**src/rtl/lockway_pkg.sv**
```systemverilog
package lockway_pkg;
  localparam int WAYS  = 32;
  localparam int WAY_W = $clog2(WAYS);

  typedef struct packed {
    logic             wrEn;
    logic [WAY_W-1:0] wrWay;
    logic             clrEn;
    logic [WAY_W-1:0] clrWay;
    logic             lockInc;
    logic             ptrEn;
    logic [WAY_W-1:0] ptrVal;
  } lockway_stb_t;
endpackage

```
**src/rtl/lockway_store.sv**
```systemverilog
module lockway_store
  import lockway_pkg::*;
#(
  parameter int SETS   = 4,
  parameter int TAG_W  = 8,
  parameter int SET_W  = $clog2(SETS),
  parameter int ADDR_W = TAG_W + SET_W
) (
  input  logic              clk,
  input  logic              rst,
  input  logic [ADDR_W-1:0] reqAddr,
  input  logic              invLine,
  input  logic [ADDR_W-1:0] invAddr,
  input  logic              invAll,
  input  logic              unlockAll,
  input  lockway_stb_t      stb,
  output logic              hit,
  output logic [WAY_W-1:0]  hitWay,
  output logic [WAY_W-1:0]  lockCnt,
  output logic [WAY_W-1:0]  ptr
);
  logic [WAYS-1:0]  validQ [SETS];
  logic [TAG_W-1:0] tagQ   [SETS][WAYS];
  logic [WAY_W-1:0] lockQ  [SETS];
  logic [WAY_W-1:0] ptrQ   [SETS];

  logic [SET_W-1:0] reqSet, invSet;
  logic [TAG_W-1:0] reqTag, invTag;
  logic [WAYS-1:0]  reqMatch, invMatch;

  assign reqSet = reqAddr[SET_W-1:0];
  assign reqTag = reqAddr[SET_W +: TAG_W];
  assign invSet = invAddr[SET_W-1:0];
  assign invTag = invAddr[SET_W +: TAG_W];

  // one comparator pair per way
  for (genvar w = 0; w < WAYS; w++) begin : g_cmp
    assign reqMatch[w] = validQ[reqSet][w] && (tagQ[reqSet][w] == reqTag);
    assign invMatch[w] = validQ[invSet][w] && (tagQ[invSet][w] == invTag);
  end

  always_comb begin
    hitWay = '0;
    for (int w = 0; w < WAYS; w++) begin
      if (reqMatch[w]) hitWay = WAY_W'(w);
    end
  end

  assign hit     = |reqMatch;
  assign lockCnt = lockQ[reqSet];
  assign ptr     = ptrQ[reqSet];

  always_ff @(posedge clk) begin
    if (rst) begin
      for (int s = 0; s < SETS; s++) begin
        validQ[s] <= '0;
        lockQ[s]  <= '0;
        ptrQ[s]   <= '0;
      end
    end else begin
      if (stb.clrEn)   validQ[reqSet][stb.clrWay] <= 1'b0;
      if (stb.wrEn)    validQ[reqSet][stb.wrWay]  <= 1'b1;
      if (stb.lockInc) lockQ[reqSet] <= lockQ[reqSet] + 1'b1;
      if (stb.ptrEn)   ptrQ[reqSet]  <= stb.ptrVal;
      if (invLine) begin
        for (int w = 0; w < WAYS; w++) begin
          if (invMatch[w]) validQ[invSet][w] <= 1'b0;
        end
      end
      if (invAll) begin
        for (int s = 0; s < SETS; s++) begin
          for (int w = 0; w < WAYS; w++) begin
            if (WAY_W'(w) >= lockQ[s]) validQ[s][w] <= 1'b0;
          end
        end
      end
      if (unlockAll) begin
        for (int s = 0; s < SETS; s++) lockQ[s] <= '0;
      end
    end
  end

  always_ff @(posedge clk) begin
    if (stb.wrEn && !rst) tagQ[reqSet][stb.wrWay] <= reqTag;
  end
endmodule

```
**src/rtl/lockway_decide.sv**
```systemverilog
module lockway_decide
  import lockway_pkg::*;
#(
  parameter int LOCK_MAX = 28
) (
  input  logic             reqValid,
  input  logic             reqLock,
  input  logic             cacheEn,
  input  logic             hit,
  input  logic [WAY_W-1:0] hitWay,
  input  logic [WAY_W-1:0] lockCnt,
  input  logic [WAY_W-1:0] ptr,
  output lockway_stb_t     stb,
  output logic             respHit,
  output logic             respFill,
  output logic [WAY_W-1:0] respWay,
  output logic             lockOk,
  output logic             lockDrop,
  output logic             respUncached
);
  localparam logic [WAY_W-1:0] TOP_WAY  = WAY_W'(WAYS - 1);
  localparam logic [WAY_W-1:0] LOCK_LIM = WAY_W'(LOCK_MAX);

  always_comb begin
    stb          = '0;
    respHit      = 1'b0;
    respFill     = 1'b0;
    respWay      = '0;
    lockOk       = 1'b0;
    lockDrop     = 1'b0;
    respUncached = 1'b0;
    if (reqValid) begin
      if (!cacheEn) begin
        respUncached = 1'b1;
      end else if (reqLock) begin
        if (hit && hitWay < lockCnt) begin
          respHit = 1'b1;
          respWay = hitWay;
          lockOk  = 1'b1;
        end else if (lockCnt < LOCK_LIM) begin
          lockOk      = 1'b1;
          respWay     = lockCnt;
          stb.lockInc = 1'b1;
          respHit     = hit;
          if (!hit || hitWay != lockCnt) begin
            stb.wrEn  = 1'b1;
            stb.wrWay = lockCnt;
            respFill  = 1'b1;
            if (hit) begin
              stb.clrEn  = 1'b1;
              stb.clrWay = hitWay;
            end
          end
          if (ptr <= lockCnt) begin
            stb.ptrEn  = 1'b1;
            stb.ptrVal = lockCnt + 1'b1;
          end
        end else begin
          lockDrop   = 1'b1;
          stb.ptrEn  = 1'b1;
          stb.ptrVal = TOP_WAY;
          if (hit) begin
            respHit = 1'b1;
            respWay = hitWay;
          end else begin
            stb.wrEn  = 1'b1;
            stb.wrWay = TOP_WAY;
            respFill  = 1'b1;
            respWay   = TOP_WAY;
          end
        end
      end else if (hit) begin
        respHit = 1'b1;
        respWay = hitWay;
      end else begin
        stb.wrEn   = 1'b1;
        stb.wrWay  = ptr;
        respFill   = 1'b1;
        respWay    = ptr;
        stb.ptrEn  = 1'b1;
        stb.ptrVal = (ptr == TOP_WAY) ? lockCnt : ptr + 1'b1;
      end
    end
  end
endmodule

```
**src/rtl/lockable_way_ctl.sv**
```systemverilog
module lockable_way_ctl
  import lockway_pkg::*;
#(
  parameter int SETS     = 4,
  parameter int TAG_W    = 8,
  parameter int LOCK_MAX = 28,
  parameter int SET_W    = $clog2(SETS),
  parameter int ADDR_W   = TAG_W + SET_W
) (
  input  logic              clk,
  input  logic              rst,
  input  logic              cacheEn,
  input  logic              reqValid,
  input  logic              reqLock,
  input  logic [ADDR_W-1:0] reqAddr,
  input  logic              invLine,
  input  logic [ADDR_W-1:0] invAddr,
  input  logic              invAll,
  input  logic              unlockAll,
  output logic              respHit,
  output logic              respFill,
  output logic [4:0]        respWay,
  output logic              lockOk,
  output logic              lockDrop,
  output logic              respUncached
);
  lockway_stb_t     stb;
  logic             hit;
  logic [WAY_W-1:0] hitWay, lockCnt, ptr;

  lockway_store #(.SETS(SETS), .TAG_W(TAG_W), .SET_W(SET_W), .ADDR_W(ADDR_W)) u_store (
    .clk(clk), .rst(rst), .reqAddr(reqAddr), .invLine(invLine), .invAddr(invAddr),
    .invAll(invAll), .unlockAll(unlockAll), .stb(stb),
    .hit(hit), .hitWay(hitWay), .lockCnt(lockCnt), .ptr(ptr)
  );

  lockway_decide #(.LOCK_MAX(LOCK_MAX)) u_decide (
    .reqValid(reqValid), .reqLock(reqLock), .cacheEn(cacheEn),
    .hit(hit), .hitWay(hitWay), .lockCnt(lockCnt), .ptr(ptr), .stb(stb),
    .respHit(respHit), .respFill(respFill), .respWay(respWay),
    .lockOk(lockOk), .lockDrop(lockDrop), .respUncached(respUncached)
  );
endmodule

```
**config.mk**
```make
export PLATFORM = sky130hd
export DESIGN_NAME = lockable_way_ctl
export DESIGN_NICKNAME = d
export VERILOG_FILES = /design/src/rtl/lockway_pkg.sv /design/src/rtl/lockway_store.sv /design/src/rtl/lockway_decide.sv /design/src/rtl/lockable_way_ctl.sv
export SDC_FILE = /design/constraint.sdc
export NUM_CORES = 2
export LEC_CHECK = 0
export CAP_MARGIN = 20
export CORE_ASPECT_RATIO = 0.9
export CORE_MARGIN = 4
export CORE_UTILIZATION = 45
export CTS_BUF_LIST = sky130_fd_sc_hd__clkbuf_8 sky130_fd_sc_hd__clkbuf_16
export CTS_CLUSTER_DIAMETER = 50
export CTS_CLUSTER_SIZE = 10
export DETAILED_ROUTE_END_ITERATION = 10
export SYNTH_ARGS = -nofsm -noshare
export SYNTH_HDL_FRONTEND = slang
export SYNTH_SLANG_ARGS = --single-unit
```
**constraint.sdc**
```tcl
create_clock -name clk -period 9.7 [get_ports clk]
set_input_delay 1.455 -clock clk [delete_from_list [all_inputs] [get_ports clk]]
set_output_delay 1.455 -clock clk [all_outputs]
set_load 0.1 [all_outputs]
```
## After elaboration in Yosys (flattened, before gate mapping)

Memories as Yosys holds them, arrays and structs flattened.
Index checks and enable logic that the tools add are counted.
Widths: inputs -> output; s select.

- Bits in registers: 0
- Bits in writable memories: 1192
- Output and inout bits: 10
- Memories kept: 4

Memory list:

| name | words | bits a word | rd ports | clocked after memory_dff | write ports | line | source |
|---|---|---|---|---|---|---|---|
| u_store.tagQ | 4 | 256 | 2 | 0 | 1 | lockway_store.sv:23 | `logic [TAG_W-1:0] tagQ [SETS][WAYS];` |
| u_store.validQ | 4 | 32 | 2 | 0 | 6 | lockway_store.sv:22 | `logic [WAYS-1:0] validQ [SETS];` |
| u_store.lockQ | 4 | 5 | 5 | 0 | 4 | lockway_store.sv:24 | `logic [WAY_W-1:0] lockQ [SETS];` |
| u_store.ptrQ | 4 | 5 | 1 | 0 | 4 | lockway_store.sv:25 | `logic [WAY_W-1:0] ptrQ [SETS];` |

- $add $sub $neg: 2
- Magnitude comparators: 137
- Equal/unequal tests: 450
- Muxes and demuxes: 1471
- Bitwise gates (word level): 25694
- Reduce and logical (&&, ||, !) cells: 75

Operator list:

| operator | count |
|---|---|
| $and 1x1->1 | 8676 |
| $not 1->1 | 8324 |
| $and 1x1->1 const B | 7940 |
| $mux 1 | 1374 |
| $eq 2x2->1 const B | 384 |
| $or 1x1->1 | 721 |
| $eq 8x8->1 | 64 |
| $ge 5x5->1 const A | 64 |
| $mux 256 | 1 |
| $ge 4x5->1 const A | 32 |
| $mux 5 | 31 |
| $ge 3x5->1 const A | 16 |
| $mux 19 | 4 |
| $logic_and 1x1->1 | 69 |
| $mux 32 | 2 |
| $mux 6 | 10 |
| $demux 8 s5 | 1 |
| $ge 1x5->1 const A | 8 |
| $ge 2x5->1 const A | 8 |
| $mux 4 | 9 |
| $and 1x1->1 const A | 32 |
| $reduce_or 32->1 | 1 |
| $mux 30 | 1 |
| $mux 29 | 1 |
| other kinds (38) | 56 |

## Logic depth before layout (Yosys ltp)

An unclocked memory read counts as a cell.

- Word-level depth: 176
- Mapped depth: 29
- Depth with buffers taken out: 23

## Cells and area by module

From an unflattened synthesis, not the netlist that was laid out.

- Cells, all modules: 4566
- Area total of the unflattened synthesis: 64563.2 sq um

Modules (own cells, without submodules):

| module | times used | cells an instance | area an instance (sq um) | sequential area each (sq um) |
|---|---|---|---|---|
| lockway_store | 1 | 4425 | 63632.3 | 34513.1 |
| lockway_decide | 1 | 141 | 930.9 | 0.0 |

## Least setup slack after synthesis

OpenSTA, ideal clock, no wires.

- Path kind: input -> output
- Start point: input port reqAddr[0]
- End point: output port respWay[1]
- Data arrival time: 7177 ps
- Data required time: 8245 ps
- Slack: 1068 ps
- Stages: 17
- Cells stage by stage: buf_6 buf_12 buf_6 mux4_2 xnor2_1 nand4_1 nor4_4 or4b_1 o221a_2 nor3_2 nor2_4 ha_1 a21oi_1 o21ai_0 a21o_1 o22ai_1 a211oi_1

- Longest elaborated chain between the ends: 40
- Elaborated cells between the ends (all ways): 110
- Classes of those cells: 2 x order compare; 32 x eq/ne; 38 x mux; 34 x reduce/logical; 4 x memory

RTL lines:

| item | line | source |
|---|---|---|
| start, declared | lockable_way_ctl.sv:15 | `input logic [ADDR_W-1:0] reqAddr,` |
| $mem_v2 4x256 | -- |  |
| $eq 8x8->1 | -- |  |
| $logic_and 1x1->1 | -- |  |
| $mux 1 | -- |  |
| $mux 2 (2 in a row) | -- |  |
| $mux 3 (4 in a row) | -- |  |
| $mux 4 (8 in a row) | -- |  |
| $mux 5 (16 in a row) | -- |  |
| $lt 5x5->1 | -- |  |
| $logic_and 1x1->1 | -- |  |
| $mux 5 | -- |  |
| $mux 5 * (3 in a row) | -- |  |
| end, declared | lockable_way_ctl.sv:22 | `output logic [4:0] respWay,` |

Mark *: on every way between the ends. The rest lies on a longest branch, timed or not.

## Final worst setup path

- Start point: input port reqAddr[0]
- End point: output port respFill

- Longest elaborated chain between the ends: 42
- Elaborated cells between the ends (all ways): 112
- Classes of those cells: 2 x order compare; 33 x eq/ne; 38 x mux; 36 x reduce/logical; 3 x memory

RTL lines:

| item | line | source |
|---|---|---|
| $mem_v2 4x256 | -- |  |
| $eq 8x8->1 | -- |  |
| $logic_and 1x1->1 | -- |  |
| $mux 1 | -- |  |
| $mux 2 (2 in a row) | -- |  |
| $mux 3 (4 in a row) | -- |  |
| $mux 4 (8 in a row) | -- |  |
| $mux 5 (16 in a row) | -- |  |
| $ne 5x5->1 | -- |  |
| $logic_or 1x1->1 | -- |  |
| $mux 1 (3 in a row) | -- |  |
| $mux 1 * (3 in a row) | -- |  |
| end, declared | lockable_way_ctl.sv:21 | `output logic respFill,` |

Marks and branches as above.

==> flow_metrics.py <==
metrics = {
    "status": {
        "status": "completed",
    },
    "critical_path": {
        "cp.arrival_ps": 7280,
        "critPathMaxStageDelay_ps": 860,
        "crit_top_cell": "nor2_1",
        "regToRegSetupSlack_ps": 3030,
        "path_cells": "buf_8 > clkinv_2 > buf_4 > o32ai_1 > nand2_1 > nor4_2 > nor2_1 > a2111oi_0 > a21oi_1 > nor2_4 > ha_1 > a21oi_1 > o21ai_0 > o21ai_0 > nand2b_1 > nor2_1 > nor2_1 > nor2_1 > buf_12",
        "timing.rr.start": "u_store.tagQ[3][77]",
        "crit_path_top_delay_cell": "nor4_2",
        "startpoint_type": "input port",
        "end_kind": "output port",
        "r2r_cells": 20,
        "r2r-end": "u_store.tagQ[3][219]",
        "cp.required_ps": 8250,
        "crit_fanout": 47,
        "criticalPathCategory": "input port to output port",
    },
    "yosys": {
        "synthArstFlopShare_pct": 0,
        "ys_types": 106,
        "synth_nets": 4925,
        "syn_inst": 4884,
        "syn-cell-area_sq_um": 65900,
        "synth_area_per_cell_sq_um": 13.5,
        "synth_enable_flop_cells": 1064,
        "synthFlopType": "edfxtp_1",
        "ys_seq_area_share_pct": 52.3,
        "ys_warn_count": 0,
        "yosys_register_bits": 1192,
    },
    "worst_hold_path": {
        "whs_endpoint": "u_store.validQ[3][31]",
        "min_from": "u_store.validQ[3][31]",
        "min_path_cells": 2,
        "hold_path_class": "flop to flop",
    },
    "sta": {
        "fin_crit_ps": 8740,
        "whs_ps": 487,
        "post-route-period-util_pct": 90.1,
        "rsz0062_at_grt": "false",
        "worst_pin_slew_ps": 1400,
        "relSlewSlack_pct": 4.43,
        "slew_viol_final": 0,
        "hold_violations": 0,
        "setup_ws_ps": 965,
        "setup_tns_ps": 0,
        "setup_viol": 0,
        "finClkSkew_ps": 39.0,
        "fmax_ghz": 0.114,
    },
    "clock_tree": {
        "h-tree-depth": 4,
        "clk_path_buf_depth": 3,
        "clock-sinks": 1192,
        "cts_root_buf": "clkbuf_16",
        "worstSkewPairLatency_ps": 790,
        "numCtsBuffers": 153,
        "cts_setup_buffers": 0,
        "post_cts_resized": 0,
        "cts_hold_buf": 0,
        "clk_pin_slew_ps": 60,
        "cts_tree": "done",
    },
    "global_route": {
        "gr-total-overflow": 0,
        "antenna_found_initial": 9,
        "grt_max_degree": 90,
        "grt_first_pass_wirelength_microns": 333000,
        "grt_pass1_vias": 46109,
        "track_usage_pct": 30.1,
    },
    "floorplanning": {
        "initial_core_util_pct": 45.6,
        "core_area_sq_um": 145000,
        "die_area_sq_um": 153000,
        "die_h_microns": 371,
        "num_rows": 132,
        "die_w_microns": 412,
        "ios": 38,
    },
    "final_layout": {
        "fin_area_sq_um": 74000,
        "multiInputGateArea_sq_um": 29300,
        "nFillCells": 12332,
        "final-seq-area_sq_um": 34500,
        "fin_nets": 5056,
        "drive_gt1_share_pct": 22.3,
        "area_growth_pct": 12.2,
        "utilization_pct": 51.2,
    },
    "routing": {
        "dr.pass1.iters": 9,
        "postRouteAntennaNets": 0,
        "viasPerCell": 6.69,
        "vias": 47081,
        "routed_wl_microns": 233000,
        "wl_per_cell_microns": 33.1,
        "drt_iter0_markers": 6373,
        "drc_errors": 0,
    },
    "placement": {
        "dp_hpwl_microns": 153000,
        "place_ws_ps": 902,
        "placed_cell_area_sq_um": 69500,
        "io_buffers": 37,
        "gp_congestion": 1.04,
    },
    "run": {
        "maxCapViolations": 0,
    },
    "power_and_ir_drop": {
        "peakVddDrop_uv": 174,
        "power.density_nw_per_um2": 163,
        "leakagePower_nw": 24.3,
    },
}
==> state kept, by name, summed over array words and instances (netlist names) <==
register,cells
u_store.lockQ,20
u_store.ptrQ,20
u_store.tagQ,1024
u_store.validQ,128
==> metal layers <==
layer | vias up | GRT usage, % | share of wire (%)
met2 | 2906 | 44.4 | 44
met3 | 578 | 8.22 | 11
met4 | 4 | 11.1 | 4.0
met5 | - | 0.319 | 0.029
li1 | 19412 | - | -
met1 | 24181 | 42.8 | 42
==> how the worst max path moves through the flow <==
| stage | start | to | slack, ps | cells past startpoint |
|---|---|---|---|---|
| 2_1_floorplan | reqAddr[0] | respWay[1] | 1070 | 17 |
| 3_3_place_gp | reqAddr[0] | u_store.tagQ[1][223] | 890 | 21 |
| 3_5_place_dp | reqAddr[0] | u_store.tagQ[3][220] | 900 | 21 |
| 4_1_cts | reqAddr[0] | respFill | 1060 | 19 |
| 5_1_grt | reqAddr[0] | respFill | 760 | 19 |
| 6_report | reqAddr[0] | respFill | 960 | 19 |
==> report_power, final <==
group	internal (W)	total (W)	switching, W
combinational	0.000458	0.00132	0.000862
sequential	0.00560	0.00561	0.00000953
clock	0.00298	0.00516	0.00218
total	0.00904	0.0121	0.00305
==> cell usage after synthesis, types with 71 or more instances <==
cell type	n	share of area (%)
xor2_1	149	2.0
xnor2_1	427	5.7
edfxtp_1	1064	48
dfxtp_1	128	3.9
clkbuf_1	185	1.1
nand4_1	85	0.81
buf_1	71	0.40
mux2i_1	225	3.4
nor2_1	275	1.6
nor3_1	115	0.87
nand2_1	344	2.0
o21ai_0	102	0.77
nand3_1	98	0.74
a21oi_1	157	1.2
mux4_2	444	15
==> area by class of cell <==
type,instances,area share [%]
Tap cell,1943,3.28
Sequential cell,1192,46.6
Antenna cell,5,0.0169
Clock buffer,158,5.33
Inverter,38,0.196
Multi-Input combinational cell,3263,39.6
Timing Repair Buffer,367,4.22
Clock inverter,72,0.688
==> critical path, delay by kind of cell <==
| family | cells | cell delay [ps] |
|---|---|---|
| fa+ha+maj | 1 | 170 |
| simple gates | 8 | 2250 |
| buf+inv | 4 | 1650 |
| compound gates | 6 | 1580 |
==> kinds of logic after synthesis <==
group | synth area share (%)
buffers and inverters | 3.32
adders and majority gates | 0.247
muxes | 19.4
and+or+nand+nor | 9.63
xor gates and xnor gates | 7.65
AOI/OAI and AO/OA | 7.38
DFF | 52.3
==> through the flow <==
step	power, W	cells
final	0.0121	7038
after global routing	0.0124	7033
after CTS	0.0121	7029
after detailed placement	0.00701	6799
after global placement	0.00700	6797
after floorplan	0.00654	4884
==> cell usage in the layout, fill, tap and decap left out, drive strengths merged, types with 24 or more instances in the layout <==
cell type and instances:
edfxtp 1064, mux4 444, xnor2 427, buf 358
nand2 344, nor2 277, mux2i 225, clkbuf 160
a21oi 158, xor2 149, dfxtp 128, nor3 118
o21ai 107, nand3 99, nand4 88, nor4 80
inv 70, a31oi 53, a22oi 50, mux2 50
o2111ai 41, and2 41, or2 38, and3 34
nand2b 34, a2bb2oi 32, a211oi 32, clkinv 30
o32ai 28, o211ai 27, or3 24
Power figures use the tool's default switching activity.
